[config.mk]
export PLATFORM = sky130hd
export DESIGN_NAME = xpt_map_ctrl
export DESIGN_NICKNAME = d
export VERILOG_FILES = /design/src/rtl/xpt_map_pkg.sv /design/src/rtl/xpt_wr_decode.sv /design/src/rtl/xpt_chan_reg.sv /design/src/rtl/xpt_read_mux.sv /design/src/rtl/xpt_map_ctrl.sv
export SDC_FILE = /design/constraint.sdc
export NUM_CORES = 1
export LEC_CHECK = 0
export CORE_MARGIN = 2
export CORE_UTILIZATION = 55
export CTS_BUF_LIST = sky130_fd_sc_hd__clkbuf_16
export CTS_CLUSTER_SIZE = 40
export DETAILED_ROUTE_END_ITERATION = 16
export PLACE_DENSITY_LB_ADDON = 0.15
export SLEW_MARGIN = 0
export SYNTH_ARGS = -nofsm -noshare
export SYNTH_HDL_FRONTEND = slang
export SYNTH_SLANG_ARGS = --single-unit
[constraint.sdc]
create_clock -name clk -period 5.4 [get_ports clk]
set_clock_uncertainty 0.2 [all_clocks]
set_input_delay 1.08 -clock clk [delete_from_list [all_inputs] [get_ports clk]]
set_output_delay 1.08 -clock clk [all_outputs]
set_load 0.005 [all_outputs]
[src/rtl/xpt_map_pkg.sv]
package xpt_map_pkg;
  localparam int SEL_W = 6;
  typedef logic [SEL_W-1:0] sel_t;
  localparam sel_t OFF_CODE = '1;
endpackage

[src/rtl/xpt_wr_decode.sv]
module xpt_wr_decode
  import xpt_map_pkg::*;
#(
  parameter int N_IN  = 36,
  parameter int N_OUT = 37
) (
  input  logic             clk,
  input  logic             rst_n,
  input  logic             fire,
  input  sel_t             code_in,
  input  sel_t             addr_in,
  output logic [N_OUT-1:0] load_vec
);
  localparam sel_t IN_LIM  = sel_t'(N_IN);
  localparam sel_t OUT_LIM = sel_t'(N_OUT);

  logic code_ok;
  logic addr_ok;

  assign code_ok = (code_in < IN_LIM) || (code_in == OFF_CODE);
  assign addr_ok = addr_in < OUT_LIM;

  for (genvar k = 0; k < N_OUT; k++) begin : g_dec
    assign load_vec[k] = fire && code_ok && addr_ok && (addr_in == sel_t'(k));
  end


  one_target_chk: assert property (@(posedge clk) disable iff (!rst_n)
    $onehot0(load_vec));


  bad_code_chk: assert property (@(posedge clk) disable iff (!rst_n)
    (code_in >= IN_LIM && code_in != OFF_CODE) |-> (load_vec == '0));


  bad_addr_chk: assert property (@(posedge clk) disable iff (!rst_n)
    (addr_in >= OUT_LIM) |-> (load_vec == '0));
endmodule

[src/rtl/xpt_chan_reg.sv]
module xpt_chan_reg
  import xpt_map_pkg::*;
#(
  parameter sel_t ID_CODE = '0
) (
  input  logic clk,
  input  logic rst_n,
  input  logic init,
  input  logic commit,
  input  logic load,
  input  sel_t load_val,
  output sel_t act_o
);
  sel_t stg;
  sel_t act;

  always_ff @(posedge clk) begin
    if (!rst_n || init) begin
      stg <= ID_CODE;
      act <= ID_CODE;
    end else begin
      if (commit) act <= stg;
      if (load)   stg <= load_val;
    end
  end

  assign act_o = act;


  commit_copy_chk: assert property (@(posedge clk) disable iff (!rst_n)
    (commit && !init) |=> (act == $past(stg)));


  active_hold_chk: assert property (@(posedge clk) disable iff (!rst_n)
    (!commit && !init) |=> $stable(act));


  init_load_chk: assert property (@(posedge clk) disable iff (!rst_n)
    init |=> (act == ID_CODE && stg == ID_CODE));
endmodule

[src/rtl/xpt_read_mux.sv]
module xpt_read_mux
  import xpt_map_pkg::*;
#(
  parameter int N_OUT = 37
) (
  input  sel_t act_arr [N_OUT],
  input  sel_t rd_addr,
  output sel_t rd_data
);
  localparam sel_t OUT_LIM = sel_t'(N_OUT);

  always_comb begin
    rd_data = OFF_CODE;
    for (int k = 0; k < N_OUT; k++) begin
      if (rd_addr < OUT_LIM && rd_addr == sel_t'(k)) rd_data = act_arr[k];
    end
  end
endmodule

[src/rtl/xpt_map_ctrl.sv]
module xpt_map_ctrl
  import xpt_map_pkg::*;
#(
  parameter int N_IN  = 36,
  parameter int N_OUT = 37
) (
  input  logic                   clk,
  input  logic                   rst_n,
  input  logic                   init,
  input  logic                   wr_valid,
  output logic                   wr_ready,
  input  logic                   wr_cs,
  input  logic [SEL_W-1:0]       wr_in,
  input  logic [SEL_W-1:0]       wr_out,
  input  logic                   commit,
  input  logic [SEL_W-1:0]       rd_addr,
  output logic [SEL_W-1:0]       rd_data,
  output logic [N_OUT*SEL_W-1:0] sel_o,
  output logic [N_OUT-1:0]       en_o
);
  localparam sel_t OUT_LIM = sel_t'(N_OUT);

  logic             wr_fire;
  logic [N_OUT-1:0] load_vec;
  sel_t             act_arr [N_OUT];

  assign wr_ready = !init;
  assign wr_fire  = wr_valid && wr_ready && wr_cs;

  xpt_wr_decode #(.N_IN(N_IN), .N_OUT(N_OUT)) u_dec (
    .clk      (clk),
    .rst_n    (rst_n),
    .fire     (wr_fire),
    .code_in  (wr_in),
    .addr_in  (wr_out),
    .load_vec (load_vec)
  );

  for (genvar k = 0; k < N_OUT; k++) begin : g_chan
    localparam sel_t ID_CODE = (k < N_IN) ? sel_t'(k) : '0;
    xpt_chan_reg #(.ID_CODE(ID_CODE)) u_reg (
      .clk      (clk),
      .rst_n    (rst_n),
      .init     (init),
      .commit   (commit),
      .load     (load_vec[k]),
      .load_val (wr_in),
      .act_o    (act_arr[k])
    );
    assign sel_o[k*SEL_W +: SEL_W] = act_arr[k];
    assign en_o[k] = (act_arr[k] != OFF_CODE);
  end

  xpt_read_mux #(.N_OUT(N_OUT)) u_rd (
    .act_arr (act_arr),
    .rd_addr (rd_addr),
    .rd_data (rd_data)
  );


  readback_match_chk: assert property (@(posedge clk) disable iff (!rst_n)
    (rd_addr < OUT_LIM) |-> (rd_data == act_arr[rd_addr]));


  init_blocks_write_chk: assert property (@(posedge clk) disable iff (!rst_n)
    init |=> (en_o == '1));
endmodule

==> results of run 1 <==
cells in the mapped netlist (all sizes together) (10+ instances only):
| cell | count |
|---|---|
| o221ai | 10 |
| o22ai | 15 |
| clkbuf | 91 |
| a21oi | 94 |
| nor2b | 13 |
| mux2 | 12 |
| dfxtp | 444 |
| o21ai | 106 |
| buf | 101 |
| nand2 | 150 |
| mux4 | 11 |
| a221oi | 10 |
| nor3 | 77 |
| and4 | 37 |
| inv | 12 |
| nor2 | 295 |
| and3 | 12 |
| mux2i | 337 |
| nand3 | 138 |
how the worst min path moves through the flow:
stage / start / end / slack [ns] / depth (start not counted)
after floorplan: g_chan[30].u_reg.stg[0] / g_chan[30].u_reg.stg[0] / 0.24 / 2
after global placement: g_chan[30].u_reg.stg[5] / g_chan[30].u_reg.stg[5] / 0.25 / 2
after detailed placement: g_chan[30].u_reg.stg[0] / g_chan[30].u_reg.stg[0] / 0.25 / 2
after CTS: g_chan[30].u_reg.stg[0] / g_chan[30].u_reg.stg[0] / 0.27 / 2
after global routing: g_chan[18].u_reg.stg[4] / g_chan[18].u_reg.stg[4] / 0.29 / 2
final: g_chan[30].u_reg.stg[0] / g_chan[30].u_reg.stg[0] / 0.27 / 2
state kept, by name (all words and copies together), names as in the netlist:
signal / cells
g_chan.u_reg.stg: 222
g_chan.u_reg.act_o: 222
cell type report:
class | instances | area (um^2)
Fill cell | 2683 | 10480
Multi-Input combinational cell | 1440 | 9395
Sequential cell | 444 | 8889
Timing Repair Buffer | 374 | 3630
Clock buffer | 45 | 1126
Tap cell | 455 | 569.3
Clock inverter | 34 | 322.8
Inverter | 12 | 45.04
Antenna cell | 1 | 2.502
power groups by stage:
stage	Clock, uW	Combinational, uW	Sequential [uW]
2_1_floorplan	0	280	3350
3_3_place_gp	0	463	3350
3_5_place_dp	0	462	3350
4_1_cts	3110	463	3280
5_1_grt	3250	490	3280
6_report	3110	474	3280
cell families (layout without fill, tap and decap cells):
| group | count (synthesis) | after routing | share of synthesized area |
|---|---|---|---|
| AO/OA/AOI/OAI | 311 | 311 | 0.1002 |
| multiplexers | 360 | 360 | 0.1961 |
| other | 0 | 1 | 0 |
| AND/OR/NAND/NOR | 769 | 769 | 0.1930 |
| buffers and inverters | 204 | 465 | 0.04683 |
| flip-flops | 444 | 444 | 0.4639 |
metrics by stage:
step | cells | util | area [um^2] | setup TNS [ns]
5_1_grt | 2805 | 0.6959 | 23980 | -0.02293
2_1_floorplan | 2088 | - | 19160 | 0
3_3_place_gp | 2725 | 0.6538 | 22530 | 0
4_1_cts | 2804 | 0.6958 | 23980 | 0
6_report | 2805 | 0.6959 | 23980 | 0
3_5_place_dp | 2725 | 0.6538 | 22530 | 0
critical path, cell delays in order:
cell and delay (ns):
clkdlybuf4s50_1 0.47, buf_12 0.19, or4b_1 0.66, a211oi_1 0.27, o22ai_1 0.14, a221oi_2 0.30, a2bb2oi_1 0.26, o41ai_1 0.11
buf_4 0.15, clkdlybuf4s50_1 0.45
metal layers:
metal  global-route usage  up-vias  share of wire
li1                     -     7875              -
met1               0.5054     8467           0.41
met2               0.5789      939           0.45
met3              0.06901      138          0.096
met4               0.1482        0          0.037
met5                    0        -              0
repair_timing:
item | 4_1_cts | 5_1_grt
pin swaps | 0 | 0
gates resized for setup | 1 | 1
setup endpoints to repair | 1 | 2
cell usage in the layout (no fill, tap or decap), types with 11 or more instances in the layout:
cell type,Yosys,final
mux2_2,12,12
inv_1,12,17
buf_4,12,79
clkbuf_16,0,45
o22ai_1,15,15
and3_1,12,12
o21ai_0,101,101
mux2i_1,337,337
nand2_1,150,149
mux4_2,11,11
and4_1,37,37
clkdlybuf4s50_1,0,285
nor2_1,295,294
a21oi_1,94,94
nand3_1,133,133
nor3_1,77,77
dfxtp_1,444,444
==> summary.txt, run 1 <==
Die height -> 190.6 um
P_sw -> 1618 uW
Top_reg_cell synth -> dfxtp_1
R2R cell count -> 2
Clock power frac -> 0.453
First-pass GRT wire length -> 102.2 mm
Total Routing Usage GR -> 0.3701
Syn_area_per_cell -> 9.175 um^2
CTS clk-pin slew, worst paths -> 0.06 ns
Clock Tree Root -> clkbuf_16
Port bufs -> 289
Terminus of the critical flop-to-flop path -> g_chan[16].u_reg.act_o[4]
Tmin final -> 5.366 ns
Least-Margin Pin Slew -> 1.178 ns
Longest Clk Path Bufs -> 3
DR DRC count -> 0
Synth area leader -> dfxtp_1
F_max -> 186.4 MHz
Total Wirelength -> 68.42 mm
Clock Sinks -> 444
H-tree depth -> 2
CP endpoint -> rd_data[0]
Gpl congestion -> 0.9744
Slew Limit Fails -> 0
Layout Area Growth over Synthesis -> 25.16%
Pwr/cell area -> 286.0 nW/um^2
P_leak -> 0.009232 uW
R2R setup slack -> 4.30 ns
P_int -> 5239 uW
Pre-antenna DRT Iters -> 6
Nets@finish -> 2341
CP Launch Point -> rd_addr[3]
Largest cells by area after synthesis -> dfxtp_1 46%, mux2i_1 18%, nor2_1 5.8%, nand3_1 3.5%, nand2_1 2.9%
Syn nets -> 2112
Vias in the first global route -> 16264
Slew headroom -> 0.2119
Worst r2r src -> g_chan[16].u_reg.act_o[4]
Setup ws final -> 0.03387 ns
TritonCTS clock tree -> built
Post-synthesis sequential area ratio -> 0.4639
Share of cells above drive strength 1 -> 0.08472
YS warnings -> 0
Core ar. -> 34460 um^2
Mapped Cells -> 2088
Async set-reset flop share out of synthesis -> 0
DIE AREA -> 36340 um^2
Critical path class -> in2out
I/O Pins -> 290
Tcrit/Tclk final -> 0.9937
Tot Pwr -> 6857 uW
Synth top area share -> 0.4639
Crit path DAT -> 4.09 ns
Hold_ws -> 0.2692 ns
DR WL/cell -> 24.39 um
Final Hold Viols -> 0
Hold buffer count at CTS -> 0
Antenna viol nets, final -> 0
Overflow after GRT -> 0
Drt via density -> 6.210
Setup Viol. Count Final -> 0
Unrepaired setup endpoints after global routing -> yes
Hold WC Path Type -> reg2reg
Vias -> 17419
Combinational Power Share -> 0.069
Peak VDD IR -> 0.2560 mV
Clock Latency Late Sink -> 0.57 ns
Die width -> 190.6 um
Half-perimeter wire length after placement -> 46.64 mm
Critical Path Source Type -> primary input
TritonCTS Buffers -> 45
Run status -> finished, final reports clean
Post-synth EDFFs -> 0
FF+latch count, synth -> 444
Initial antenna violation count -> 1
CP max FO -> 21
Synth cell types -> 74
Critical path required time -> 4.12 ns
Seq pwr share -> 0.478
Initial DRC Count -> 1757
Num rows -> 68
Setup crit end kind -> primary output
Starting Density -> 0.5560
Mapped Area -> 19160 um^2
Post-CTS Setup Inserts -> 0
Max Cap Violations -> 0
Switching Share -> 0.2360
Pre-CTS setup slack -> 0.007850 ns
Largest net degree at the start of global routing -> 95
Power figures use the tool's default switching activity.
==> inputs of run 2 (changes only) <==
--- a/config.mk
+++ b/config.mk
@@ -6,10 +6,11 @@
 export NUM_CORES = 1
 export LEC_CHECK = 0
 export CORE_MARGIN = 2
-export CORE_UTILIZATION = 55
+export CORE_UTILIZATION = 49
 export CTS_BUF_LIST = sky130_fd_sc_hd__clkbuf_16
 export CTS_CLUSTER_SIZE = 40
 export DETAILED_ROUTE_END_ITERATION = 16
+export MAX_ROUTING_LAYER = met4
 export PLACE_DENSITY_LB_ADDON = 0.15
 export SLEW_MARGIN = 0
 export SYNTH_ARGS = -nofsm -noshare
==> constraint.sdc (replaced) <==
create_clock -name clk -period 4.41 [get_ports clk]
set_clock_uncertainty 0.2 [all_clocks]
set_input_delay 0.882 -clock clk [delete_from_list [all_inputs] [get_ports clk]]
set_output_delay 0.882 -clock clk [all_outputs]
set_load 0.005 [all_outputs]
==> run 2 against run 1 <==
Sequential share of layout area shrank 1.2 points; routed wire length grew 3.8%; power grew 24%; critical path type unchanged.
==> summary.txt, run 2 (synthesized netlist as in run 1, its figures left out) <==
CTS clk-pin slew, worst paths -> 0.06 ns (about the same)
Least-Margin Pin Slew -> 0.9206 ns (-0.2578 ns)
Initial antenna violation count -> 2 (+1)
Slew Limit Fails -> 0 (unchanged)
Antenna viol nets, final -> 0 (unchanged)
TNS Setup -> 0 ns (unchanged)
Overflow after GRT -> 0 (unchanged)
Final Hold Viols -> 0 (unchanged)
Most frequent CP cell -> buf_8
Die width -> 201.7 um (+5.8%)
Total Wirelength -> 71.03 mm (+3.8%)
P_leak -> 0.009657 uW (+4.6%)
Tcrit/Tclk final -> 0.9904
Tmin final -> 4.368 ns
First-pass GRT wire length -> 105.8 mm (+3.6%)
Half-perimeter wire length after placement -> 49.72 mm (+6.6%)
Placed Instances -> 2857 (+4.8%)
Critical path class -> in2out
DIE AREA -> 40700 um^2 (+12%)
Share of cells above drive strength 1 -> 0.1228 (+0.03811)
Port bufs -> 289 (unchanged)
Setup crit end kind -> primary output
Max Cap Violations -> 0 (unchanged)
Setup Viol. Count Final -> 0 (unchanged)
Num rows -> 72 (+5.9%)
Critical-path cell list -> buf_8 -> buf_8 -> mux2_2 -> a221o_1 -> o311a_1 -> a221oi_2 -> a2bb2oi_2 -> o41ai_2 -> buf_4 -> clkdlybuf4s50_1
Clock Sinks -> 444 (unchanged)
Critical Path Source Type -> primary input
Clock Tree Root -> clkbuf_16
Initial DRC Count -> 1608 (-8.5%)
DR WL/cell -> 24.17 um (-0.89%)
Core ar. -> 38650 um^2 (+12%)
Pwr/cell area -> 341.8 nW/um^2 (+20%)
Drt via density -> 5.954 (-4.1%)
Terminus of the critical flop-to-flop path -> g_chan[31].u_reg.act_o[1]
R2R cell count -> 2 (unchanged)
Critical path required time -> 3.33 ns (-0.79 ns)
Run status -> finished, final reports clean
Most common cell after layout, fill and taps aside -> dfxtp_1
CP max FO -> 14 (-33%)
Largest net degree at the start of global routing -> 91 (-4.2%)
R2R setup slack -> 3.35 ns (-0.95 ns)
Vias in the first global route -> 16488 (+1.4%)
CP endpoint -> rd_data[0]
Nets@finish -> 2413 (+3.1%)
CP Launch Point -> rd_addr[0]
DR DRC count -> 0 (unchanged)
Hold WC Path Type -> reg2reg
I/O Pins -> 290 (unchanged)
Clock Latency Late Sink -> 0.59 ns (+0.02 ns)
Number of fill cells in the layout -> 3214 (+20%)
Worst r2r src -> g_chan[31].u_reg.act_o[1]
Total Routing Usage GR -> 0.3517 (-0.01842)
Slew headroom -> 0.3848 (+0.1729)
Die height -> 201.7 um (+5.8%)
F_max -> 229.0 MHz
Gpl congestion -> 0.9546 (-2.0%)
CP max stage delay -> 0.46 ns (-0.20 ns)
TritonCTS Buffers -> 45 (unchanged)
Crit path DAT -> 3.29 ns (-0.80 ns)
Vias -> 17492 (+0.42%)
Pre-antenna DRT Iters -> 6 (unchanged)
Longest Clk Path Bufs -> 3 (unchanged)
Peak VDD IR -> 0.2955 mV (+15%)
Slowest-stage cell, CP -> clkdlybuf4s50_1
Hold_ws -> 0.2641 ns (-0.005062 ns)
Non-filler instance count after layout -> 2938 (+4.7%)
Most frequent cells in the layout -> 444 x dfxtp_1, 337 x mux2i_1, 291 x nor2_1
Layout Area Growth over Synthesis -> 29.48%
TritonCTS clock tree -> built
Starting Density -> 0.4957 (-0.06026)
H-tree depth -> 2 (unchanged)
## run 2: changes by cell type in the layout (fill, tap and decap cells not counted), sizes merged
cell	delta
clkbuf	+2
inv	+2
clkinvlp	+1
clkinv	-7
clkdlybuf4s50	-5
diode	+1
dlymetal6s2s	+1
bufinv	-1
buf	+76
## run 2: through the flow
step	instance area (um^2)	util	setup WS, ns	power, uW
floorplan	19160	-	0.8801	4445
global placement	23170	0.5997	-0.5021	4724
detailed placement	23170	0.5997	-0.5531	4722
CTS	24730	0.6398	-0.04592	8489
global route	24800	0.6418	-0.0004039	8682
finish	24810	0.6419	0.04240	8478
## run 2: layout make-up
type | count | area, um^2 | area share
Multi-Input combinational cell | 1440 | 9544 | 0.3847
Sequential cell | 444 | 8889 | 0.3583
Timing Repair Buffer | 446 | 4232 | 0.1706
Clock buffer | 47 | 1176 | 0.04741
Tap cell | 518 | 648.1 | 0.02613
Clock inverter | 29 | 267.8 | 0.01079
Inverter | 12 | 45.04 | 0.001816
Antenna cell | 2 | 5.005 | 0.0002018
## run 2: where the power goes
part           internal (uW)  switching (uW)  leakage [uW]
logic                    237             411       0.00535
clock network           2210            1610      0.000728
registers               4010            1.86       0.00358
total                   6460            2020       0.00966
## run 2: timing repair
action / in CTS / in global routing
buffers inserted: 0 / 3
resized for setup: 38 / 25
pin swaps: 9 / 7
endpoints found under the setup margin: 6 / 5
hold buffers: 0 / 0
## run 2: worst min-delay path by stage
stage,from,endpoint,slack (ns),depth (start not counted)
floorplan,g_chan[30].u_reg.stg[0],g_chan[30].u_reg.stg[0],0.24,2
global placement,g_chan[12].u_reg.stg[3],g_chan[12].u_reg.act_o[3],0.25,2
detailed placement,g_chan[30].u_reg.stg[0],g_chan[30].u_reg.stg[0],0.26,2
CTS,g_chan[30].u_reg.stg[0],g_chan[30].u_reg.stg[0],0.26,2
global route,g_chan[30].u_reg.stg[0],g_chan[30].u_reg.stg[0],0.29,2
finish,g_chan[30].u_reg.stg[0],g_chan[30].u_reg.stg[0],0.26,2
## run 2: worst max-delay path: cells and delay by family
kind,cells,cell delay [ns]
buffers and inverters,4,0.98
AOI/OAI and AO/OA,5,1.06
muxes,1,0.35
## run 2: layer usage
layer,wire (um),up-vias,track usage
met5,0,-,-
li1,-,8016,-
met3,5761,128,0.05426
met4,2155,0,0.1176
met2,32360,791,0.5365
met1,30750,8557,0.4775
==> inputs of run 3 (changes only) <==
--- a/config.mk
+++ b/config.mk
@@ -12,7 +12,7 @@
 export DETAILED_ROUTE_END_ITERATION = 16
 export MAX_ROUTING_LAYER = met4
 export PLACE_DENSITY_LB_ADDON = 0.15
-export SLEW_MARGIN = 0
+export SLEW_MARGIN = 20
 export SYNTH_ARGS = -nofsm -noshare
 export SYNTH_HDL_FRONTEND = slang
 export SYNTH_SLANG_ARGS = --single-unit
==> results of run 3 <==
Final layout, timing and power as in run 2 (identical DEF).
